<file path="src/rtl/eprc_pkg.sv">
package eprc_pkg;

  typedef enum logic [0:0] {
    ST_IDLE   = 1'b0,
    ST_ACCESS = 1'b1
  } rd_state_e;

  // Whole clocks covering a time, rounded up, never below floor_v.
  function automatic int clk_count(input int t_ps, input int clk_ps, input int floor_v);
    int n;
    n = (t_ps + clk_ps - 1) / clk_ps;
    return (n < floor_v) ? floor_v : n;
  endfunction

  function automatic int imax(input int a, input int b);
    return (a > b) ? a : b;
  endfunction

endpackage

</file>
<file path="src/rtl/eprc_select.sv">
module eprc_select #(
  parameter int SEL_W = 2
) (
  input  logic                     clk,
  input  logic                     rst_n,
  input  logic                     load,
  input  logic [SEL_W-1:0]         dev,
  output logic [(1<<SEL_W)-1:0]    ce_n,
  output logic [SEL_W-1:0]         cur_dev,
  output logic                     cur_vld
);
  localparam int NUM_DEV = 1 << SEL_W;

  logic [NUM_DEV-1:0] ce_n_q;

  always_ff @(posedge clk or negedge rst_n) begin
    if (!rst_n) begin
      cur_dev <= '0;
      cur_vld <= 1'b0;
    end else if (load) begin
      cur_dev <= dev;
      cur_vld <= 1'b1;
    end
  end

  for (genvar g = 0; g < NUM_DEV; g++) begin : g_ce
    always_ff @(posedge clk or negedge rst_n) begin
      if (!rst_n)    ce_n_q[g] <= 1'b1;
      else if (load) ce_n_q[g] <= (dev != SEL_W'(g));
    end
  end

  assign ce_n = ce_n_q;

  AST_CE_ONE_HOT: assert property (@(posedge clk) disable iff (!rst_n)
    $onehot0(~ce_n_q));

  AST_CE_FOLLOWS_LOAD: assert property (@(posedge clk) disable iff (!rst_n)
    load |=> (ce_n_q[cur_dev] == 1'b0));

endmodule

</file>
<file path="src/rtl/eprc_access_timer.sv">
module eprc_access_timer #(
  parameter int CNT_W = 5
) (
  input  logic             clk,
  input  logic             rst_n,
  input  logic             start,
  input  logic             run,
  input  logic             oe_n,
  output logic [CNT_W-1:0] addr_age,
  output logic [CNT_W-1:0] oe_age
);
  localparam logic [CNT_W-1:0] SAT = '1;

  // addr_age: clocks since the accept edge; oe_age: clocks since OE fell.
  always_ff @(posedge clk or negedge rst_n) begin
    if (!rst_n) begin
      addr_age <= '0;
    end else if (start) begin
      addr_age <= '0;
    end else if (run && addr_age != SAT) begin
      addr_age <= addr_age + 1'b1;
    end
  end

  always_ff @(posedge clk or negedge rst_n) begin
    if (!rst_n) begin
      oe_age <= '0;
    end else if (oe_n) begin
      oe_age <= '0;
    end else if (oe_age != SAT) begin
      oe_age <= oe_age + 1'b1;
    end
  end

endmodule

</file>
<file path="src/rtl/eprc_release_timer.sv">
module eprc_release_timer #(
  parameter int LOAD_V = 5,
  parameter int CNT_W  = 5
) (
  input  logic clk,
  input  logic rst_n,
  input  logic load,
  output logic clear
);
  logic [CNT_W-1:0] cnt_q;

  always_ff @(posedge clk or negedge rst_n) begin
    if (!rst_n) begin
      cnt_q <= '0;
    end else if (load) begin
      cnt_q <= CNT_W'(LOAD_V);
    end else if (cnt_q != '0) begin
      cnt_q <= cnt_q - 1'b1;
    end
  end

  assign clear = (cnt_q == '0);

  AST_REL_COUNTS_DOWN: assert property (@(posedge clk) disable iff (!rst_n)
    (!load && !clear) |=> (cnt_q == $past(cnt_q) - 1'b1));

endmodule

</file>
<file path="src/rtl/eprom_bank_rd.sv">
module eprom_bank_rd
  import eprc_pkg::*;
#(
  parameter int SEL_W    = 2,
  parameter int WORD_W   = 16,
  parameter int DATA_W   = 16,
  parameter int CLK_PS   = 5000,
  parameter int T_ACC_PS = 35000,
  parameter int T_CE_PS  = 35000,
  parameter int T_OE_PS  = 20000,
  parameter int T_DF_PS  = 30000
) (
  input  logic                      clk,
  input  logic                      rst_n,
  input  logic                      req_valid,
  output logic                      req_ready,
  input  logic [SEL_W+WORD_W-1:0]   req_addr,
  output logic                      rsp_valid,
  output logic [DATA_W-1:0]         rsp_data,
  output logic [WORD_W-1:0]         mem_addr,
  output logic [(1<<SEL_W)-1:0]     mem_ce_n,
  output logic                      mem_oe_n,
  input  logic [DATA_W-1:0]         mem_data
);
  localparam int NUM_DEV   = 1 << SEL_W;
  localparam int ADDR_W    = SEL_W + WORD_W;
  localparam int A_CNT     = clk_count(T_ACC_PS, CLK_PS, 1);
  localparam int C_CNT     = clk_count(T_CE_PS,  CLK_PS, 1);
  localparam int O_CNT     = clk_count(T_OE_PS,  CLK_PS, 1);
  localparam int D_CNT     = clk_count(T_DF_PS,  CLK_PS, 0);
  localparam int NEED_SAME = A_CNT;
  localparam int NEED_NEW  = imax(A_CNT, C_CNT);
  localparam int LEAD_SAME = imax(NEED_SAME - O_CNT, 1);
  localparam int LEAD_NEW  = imax(NEED_NEW - O_CNT, 1);
  localparam int REL_LOAD  = imax(D_CNT - 1, 0);
  localparam int MAX_CNT   = imax(imax(NEED_NEW, O_CNT), REL_LOAD) + 1;
  localparam int CNT_W     = $clog2(MAX_CNT + 1);

  localparam logic [CNT_W-1:0] NEED_SAME_M1 = CNT_W'(NEED_SAME - 1);
  localparam logic [CNT_W-1:0] NEED_NEW_M1  = CNT_W'(NEED_NEW - 1);
  localparam logic [CNT_W-1:0] LEAD_SAME_M1 = CNT_W'(LEAD_SAME - 1);
  localparam logic [CNT_W-1:0] LEAD_NEW_M1  = CNT_W'(LEAD_NEW - 1);
  localparam logic [CNT_W-1:0] OE_M1        = CNT_W'(O_CNT - 1);

  rd_state_e          state_q;
  logic               same_q;
  logic               oe_n_q;
  logic               rsp_valid_q;
  logic [DATA_W-1:0]  rsp_data_q;
  logic [WORD_W-1:0]  addr_q;

  logic               accept;
  logic               in_access;
  logic               oe_fire;
  logic               capture;
  logic               rel_clear;
  logic [CNT_W-1:0]   addr_age;
  logic [CNT_W-1:0]   oe_age;
  logic [CNT_W-1:0]   need_m1;
  logic [CNT_W-1:0]   lead_m1;
  logic [SEL_W-1:0]   req_dev;
  logic [WORD_W-1:0]  req_word;
  logic [SEL_W-1:0]   cur_dev;
  logic               cur_vld;

  assign req_dev   = req_addr[ADDR_W-1 -: SEL_W];
  assign req_word  = req_addr[WORD_W-1:0];
  assign req_ready = (state_q == ST_IDLE);
  assign accept    = req_valid && req_ready;
  assign in_access = (state_q == ST_ACCESS);

  // The bus must settle for the full access; OE is held back so its own
  // shorter access ends at the same edge.
  always_comb begin
    need_m1 = same_q ? NEED_SAME_M1 : NEED_NEW_M1;
    lead_m1 = same_q ? LEAD_SAME_M1 : LEAD_NEW_M1;
  end

  assign oe_fire = in_access && oe_n_q && (addr_age >= lead_m1) && (same_q || rel_clear);
  assign capture = in_access && !oe_n_q && (addr_age >= need_m1) && (oe_age >= OE_M1);

  always_ff @(posedge clk or negedge rst_n) begin
    if (!rst_n) begin
      state_q     <= ST_IDLE;
      same_q      <= 1'b0;
      oe_n_q      <= 1'b1;
      rsp_valid_q <= 1'b0;
      rsp_data_q  <= '0;
      addr_q      <= '0;
    end else begin
      rsp_valid_q <= capture;
      if (accept) begin
        state_q <= ST_ACCESS;
        addr_q  <= req_word;
        same_q  <= cur_vld && (cur_dev == req_dev);
      end
      if (oe_fire) begin
        oe_n_q <= 1'b0;
      end
      if (capture) begin
        oe_n_q     <= 1'b1;
        state_q    <= ST_IDLE;
        rsp_data_q <= mem_data;
      end
    end
  end

  eprc_select #(
    .SEL_W (SEL_W)
  ) u_select (
    .clk     (clk),
    .rst_n   (rst_n),
    .load    (accept),
    .dev     (req_dev),
    .ce_n    (mem_ce_n),
    .cur_dev (cur_dev),
    .cur_vld (cur_vld)
  );

  eprc_access_timer #(
    .CNT_W (CNT_W)
  ) u_access (
    .clk      (clk),
    .rst_n    (rst_n),
    .start    (accept),
    .run      (in_access),
    .oe_n     (oe_n_q),
    .addr_age (addr_age),
    .oe_age   (oe_age)
  );

  eprc_release_timer #(
    .LOAD_V (REL_LOAD),
    .CNT_W  (CNT_W)
  ) u_release (
    .clk   (clk),
    .rst_n (rst_n),
    .load  (capture),
    .clear (rel_clear)
  );

  assign mem_addr  = addr_q;
  assign mem_oe_n  = oe_n_q;
  assign rsp_valid = rsp_valid_q;
  assign rsp_data  = rsp_data_q;

  AST_SWITCH_GAP: assert property (@(posedge clk) disable iff (!rst_n)
    ($fell(oe_n_q) && !same_q) |-> $past(rel_clear));

  AST_OE_NEEDS_CE: assert property (@(posedge clk) disable iff (!rst_n)
    !oe_n_q |-> (mem_ce_n != {NUM_DEV{1'b1}}));

  AST_RSP_PULSE: assert property (@(posedge clk) disable iff (!rst_n)
    rsp_valid_q |=> !rsp_valid_q);

  AST_READY_QUIET: assert property (@(posedge clk) disable iff (!rst_n)
    req_ready |-> oe_n_q);

  AST_ADDR_HOLD: assert property (@(posedge clk) disable iff (!rst_n)
    !oe_n_q |=> $stable(addr_q));

  AST_OE_WAITS_CAPTURE: assert property (@(posedge clk) disable iff (!rst_n)
    (!oe_n_q && !in_access) |-> 1'b0 || oe_n_q);

endmodule

</file>
<file path="config.mk">
export PLATFORM = sky130hd
export DESIGN_NAME = eprom_bank_rd
export DESIGN_NICKNAME = d
export VERILOG_FILES = /design/src/rtl/eprc_pkg.sv /design/src/rtl/eprc_select.sv /design/src/rtl/eprc_access_timer.sv /design/src/rtl/eprc_release_timer.sv /design/src/rtl/eprom_bank_rd.sv
export SDC_FILE = /design/constraint.sdc
export NUM_CORES = 1
export LEC_CHECK = 0
export BUFFER_PORTS_ARGS = -buffer_cell sky130_fd_sc_hd__buf_2
export CORE_MARGIN = 10
export CORE_UTILIZATION = 50
export DETAILED_ROUTE_END_ITERATION = 10
export PLACE_DENSITY = 0.76
export SKIP_CTS_REPAIR_TIMING = 1
export SLEW_MARGIN = 0
export SYNTH_ARGS = -nofsm -noshare
export SYNTH_HDL_FRONTEND = slang
export SYNTH_SLANG_ARGS = --single-unit
</file>
<file path="constraint.sdc">
create_clock -name clk -period 3.3 [get_ports clk]
set_input_delay 0.495 -clock clk [delete_from_list [all_inputs] [get_ports clk]]
set_output_delay 0.495 -clock clk [all_outputs]
set_load 0.01 [all_outputs]
</file>
* Word-level counts from Yosys, hierarchy flattened
Cells that the tools add are included.
** Storage, ports and cells
- Register bits :: 55
- Bits in latches :: 0
- Bits in writable memories :: 0
- Memory bits (read-only) :: 0
- Output and inout bits :: 39
- Word-level logic and storage cells :: 57
- Memories :: 0
** Operators by class
- Add/sub/neg operators :: 3
- Multiply operators :: 0
- Div/mod/pow operators :: 0
- $lt $le $gt $ge :: 3
- Equal/unequal tests :: 6
- Shift-type cells :: 0
- Muxes and demuxes :: 10
- Bitwise logic cells :: 1
- Reduce and logical (&&, ||, !) cells :: 19
** Operators with widths (count)
- 4-bit two-way mux :: 6
- 2-bit nonzero test :: 6
- 1-bit logical AND :: 9
- 4-bit by 1-bit adder with 4-bit output, second input constant :: 2
- 4-bit by 2-bit >= comparator with 1-bit output, second input constant :: 2
- 4-bit != test, second input constant :: 2
- 4-bit by 3-bit >= comparator with 1-bit output, second input constant :: 1
- 4-bit zero test :: 1
- 1-bit two-way mux :: 4
- 2-bit != test, second input constant :: 2
- 4-bit nonzero test :: 1
- 4-bit by 1-bit subtractor with 4-bit output, second input constant :: 1
- 2-bit == test :: 1
- 2-bit by 1-bit != test with 1-bit output, second input constant :: 1
- 1-bit zero test :: 1
- 1-bit logical OR :: 1
- 1-bit NOT :: 1

* Logic depth before layout (Yosys ltp)
- Word-level depth :: 5
- Mapped depth :: 5

* By module
From an unflattened synthesis, not the netlist that was laid out.
** Unflattened totals
- Cell total of the unflattened synthesis :: 167
- Area, all modules :: 2334.7 um^2
** By module, submodules not included
- eprom_bank_rd :: times used 1, cells an instance 87, area each 1416.4 um^2, sequential area each 902.1 um^2
- eprc_access_timer :: times used 1, cells an instance 38, area each 412.9 um^2, sequential area each 200.2 um^2
- eprc_select :: times used 1, cells an instance 21, area each 271.5 um^2, sequential area each 180.2 um^2
- eprc_release_timer :: times used 1, cells an instance 21, area each 234.0 um^2, sequential area each 100.1 um^2

* Worst setup path after synthesis
OpenSTA, ideal clock, no wires.
- Kind :: reg-to-reg
- Start point :: register u_access.oe_age[0]
- End point :: register rsp_data_q[10] (netlist: rsp_data[10])
- Library setup time :: 0.125 ns
- Arrival :: 1.472 ns
- Data required time :: 3.175 ns
- Path slack :: 1.703 ns
- Cell stages (with the launch flop) :: 6
- Path buffers :: 1
- Clock period less this slack :: 1.597 ns
- Cell sequence :: dfrtp_1 > ha_1 > nor3_1 > nor4_4 > buf_8 > mux2_4
** Between the ends
- Longest elaborated chain between the ends :: 2
** Ends and longest elaborated chain
- from (decl) :: line eprc_access_timer.sv:10 : output logic [CNT_W-1:0] oe_age
- from (signal assigned) :: line eprc_access_timer.sv:31 : oe_age <= oe_age + 1'b1;
- 4-bit by 2-bit >= comparator with 1-bit output :: line eprom_bank_rd.sv:80 : assign capture = in_access && !oe_n_q && (addr_age >= need_m1) && (oe_age >= OE_M1);
- 1-bit logical AND :: line eprom_bank_rd.sv:80
- to (signal assigned) :: line eprom_bank_rd.sv:103 : rsp_data_q <= mem_data;
- to (decl) :: line eprom_bank_rd.sv:49 : logic [DATA_W-1:0] rsp_data_q;
Every way passes these cells.
A chain may end at the register's enable or synchronous reset.

* Worst setup path in the final report
- Start point :: register u_access.oe_age[0]
- End point :: register rsp_data_q[1] (netlist: rsp_data[1])
Same word-level chain as after synthesis.

==> reports/metrics.csv <==
stage,metric,value,unit
worst_setup_path,path_cells,ha_1 > nor3_1 > nor4_4 > buf_4 > mux2_2,
route,drc,0,
worst_setup_path,arrival,1.93,ns
floorplanning,die_h,88.37,um
logic_synthesis,synthTopCellsByArea,"dfrtp_1 54%, mux2_2 10%, mux2_4 8.4%, dfstp_2 5.6%, ha_1 2.1%",
final_layout,drive_gt1_share,52.42,%
timing,timing.final.crit_share,52.54,%
clocking,cts_tree,done,
timing,max_slew.worst_pin.slew,0.7346,ns
timing,finalHoldViolCount,0,
clocking,cts_buffer_depth,2,
final_layout,multi_input_area,869.6,sq um
timing,fin_skew,0.004475,ns
final_layout,antenna_cells,0,
final_layout,nets,288,
logic_synthesis,synth_top_family_by_area,multiplexers,
timing,slew_violations,0,
logic_synthesis,synth-seq-cells,55,
route,antenna_left,0,
logic_synthesis,postSynthAreaPerCell,13.91,sq um
logic_synthesis,synthesis.nets,209,
place,dp_hpwl,3691,um
logic_synthesis,synth_cells,168,
final_layout,n_fill_cell,363,
pwr,p_leak,1.384,nW
job,drv_cap,0,
place,pre_cts_slack,1.568,ns
logic_synthesis,synthMuxAreaShare,19.33,%
logic_synthesis,synth-adder-area-share,2.141,%
run_status,outcome,"complete, no violations",
floorplanning,core_area,4444,sq um
grt,antenna_found_initial,0,
route,vias,1550,
floorplanning,die_area,7809,sq um
logic_synthesis,yosysTopAreaCell,dfrtp_1,
hold_path,hold_class,in2async,
clocking,cts.root.buffer_cell,clkbuf_8,
floorplanning,die_w,88.37,um
logic_synthesis,yosys.area_share.simple,8.405,%
worst_setup_path,critical-path-max-stage-delay,0.41,ns
grt,grt_max_degree,34,
grt,grtUsageTotal,12.31,%
final_layout,syn2layout_area_growth,21.36,%
final_layout,register_area,1383,sq um
pwr,ir_drop,0.5537,mV
floorplanning,io_pins,76,
logic_synthesis,synth_compound_area_share,5.353,%
clocking,clkTransAtPathRegs,0.09,ns
worst_setup_path,critPathMaxFanout,23,
worst_setup_path,crit_required,3.49,ns
route,routed_wl,4851,um
logic_synthesis,synth_cell_type_count,38,
logic_synthesis,synth_enable_flop_cells,0,
timing,setup_viol,0,
route,vias_per_cell,5.167,
route,routedWlPerCell,16.17,um
worst_setup_path,crit_type,reg2reg,
clocking,clock_sinks,55,
place,gp_congestion,0.8266,
logic_synthesis,ys_seq_area_share,59.15,%
clocking,cts_made_buffers,5,
logic_synthesis,synth_xor_area_share,1.874,%
final_layout,final_core_util,63.82,%
timing,tns,0,ns
place,portBuffers,75,
timing,fin_crit,1.734,ns
floorplanning,start_util,52.59,%
worst_setup_path,endpoint_kind,register,
timing,setup_ws,1.566,ns
grt,grt_pass1_wl,7555,um
worst_setup_path,crit_slowest_cell,dfrtp_1,
worst_setup_path,crit_path_start_kind,register,
grt,grt_pass1_vias,1527,
clocking,htree_levels,2,
logic_synthesis,synth_area,2337,sq um
logic_synthesis,yosysTopAreaCellShare,53.53,%
logic_synthesis,yosysWarnings,0,
logic_synthesis,synth_flop_cell,dfrtp_1,
route,dr.pass1.iters,4,
timing,max_freq,576.7,MHz
grt,grt_overflow,0,
logic_synthesis,synthArstFlopShare,100.0,%
pwr,cellPowerDensity,979.9,nW/um^2
clocking,worstSkewPairLatency,0.30,ns
timing,relSlewSlack,51.03,%
route,drt_iter0_drc,62,
pwr,power,2.779,mW
timing,rsz0062_at_grt,false,
floorplanning,rows,24,
## power by group
part | internal [mW] | switching, mW | leakage, nW | total (mW)
registers | 1.02 | 0.223 | 0.652 | 1.24
logic | 0.641 | 0.539 | 0.691 | 1.18
clock network | 0.149 | 0.206 | 0.0412 | 0.354
## Yosys cell counts (all sizes together), types with 2 or more instances
cell type  number
dfrtp          50
a31oi           5
mux2i           2
nor3b           3
a21oi           3
xnor2           4
nand2           2
buf             5
ha              4
o21ai           2
nor3            4
mux2           34
nand3           5
dfstp           5
inv             9
nor2b           2
nor2           12
a211oi          2
## cells in the final DEF (no fill, tap or decap), types with 2 or more instances in the layout
master     n
o21ai_0    2
inv_1      8
buf_2     75
dfstp_2    5
a211oi_1   2
dfrtp_1   50
clkbuf_8   5
nor3b_1    3
a31oi_1    5
mux2_4    13
nor3_1     4
buf_4      3
a21oi_1    2
mux2i_1    2
xnor2_1    4
nor2_1    12
nand2_1    2
mux2_2    21
nand3_1    5
ha_1       4
## per-stage QoR
stage | cell area (sq um) | hold WS, ns | instances
detailed placement | 2751 | 0.4602 | 292
CTS | 2836 | 0.2623 | 300
global route | 2836 | 0.2877 | 300
finish | 2836 | 0.2456 | 300
global placement | 2751 | 0.4547 | 292
floorplan | 2337 | 0.1994 | 168
## state kept, by name, summed over array words and instances (netlist names), 2 cells and up
| name | flops |
|---|---|
| u_select.ce_n | 4 |
| u_select.cur_dev | 2 |
| rsp_data | 16 |
| mem_addr | 16 |
| u_release.cnt_q | 4 |
| u_access.oe_age | 4 |
| u_access.addr_age | 4 |
## critical path, delay by kind of cell, from the launching register on
family | cells | cell delay (ns)
fa+ha+maj | 1 | 0.25
buf+inv | 1 | 0.36
flops | 1 | 0.41
mux | 1 | 0.38
simple gates | 2 | 0.21
## logic make-up after synthesis
logic type,Yosys count
compound gates,18
fa+ha+maj,4
simple gates,35
buf+inv,15
flops,55
xor+xnor,5
mux,36
## cell type report
type	count	area share, %
Sequential cell	55	48.74
Multi-Input combinational cell	98	30.66
Timing Repair Buffer	78	14.03
Clock buffer	6	2.558
Tap cell	52	2.294
Inverter	9	1.279
Clock inverter	2	0.4411
## path summary, 6_finish.rpt
kind	from	endpoint	slack, ns	depth (start not counted)
max in group asynchronous	rst_n	u_select.ce_n[2]$_DFFE_PN1P_	2.24	2
min reg2reg	u_select.cur_vld$_DFFE_PN0P_	u_select.cur_vld$_DFFE_PN0P_	0.48	1
max	u_access.oe_age[0]$_DFFE_PN0P_	rsp_data[1]$_DFFE_PN0P_	1.57	5
min	rst_n	u_access.oe_age[3]$_DFFE_PN0P_	0.25	1
max reg2reg	u_access.oe_age[0]$_DFFE_PN0P_	rsp_data[1]$_DFFE_PN0P_	1.57	5
min in group clk	req_addr[16]	u_select.ce_n[3]$_DFFE_PN1P_	0.39	2
## layer usage
layer	track usage, %	up-vias	routed length, um
met5	0	-	0
met4	5.433	0	102
met3	4.688	9	402
met2	19.42	58	2338
met1	14.67	741	2008
li1	-	742	-
Power figures use the tool's default switching activity.
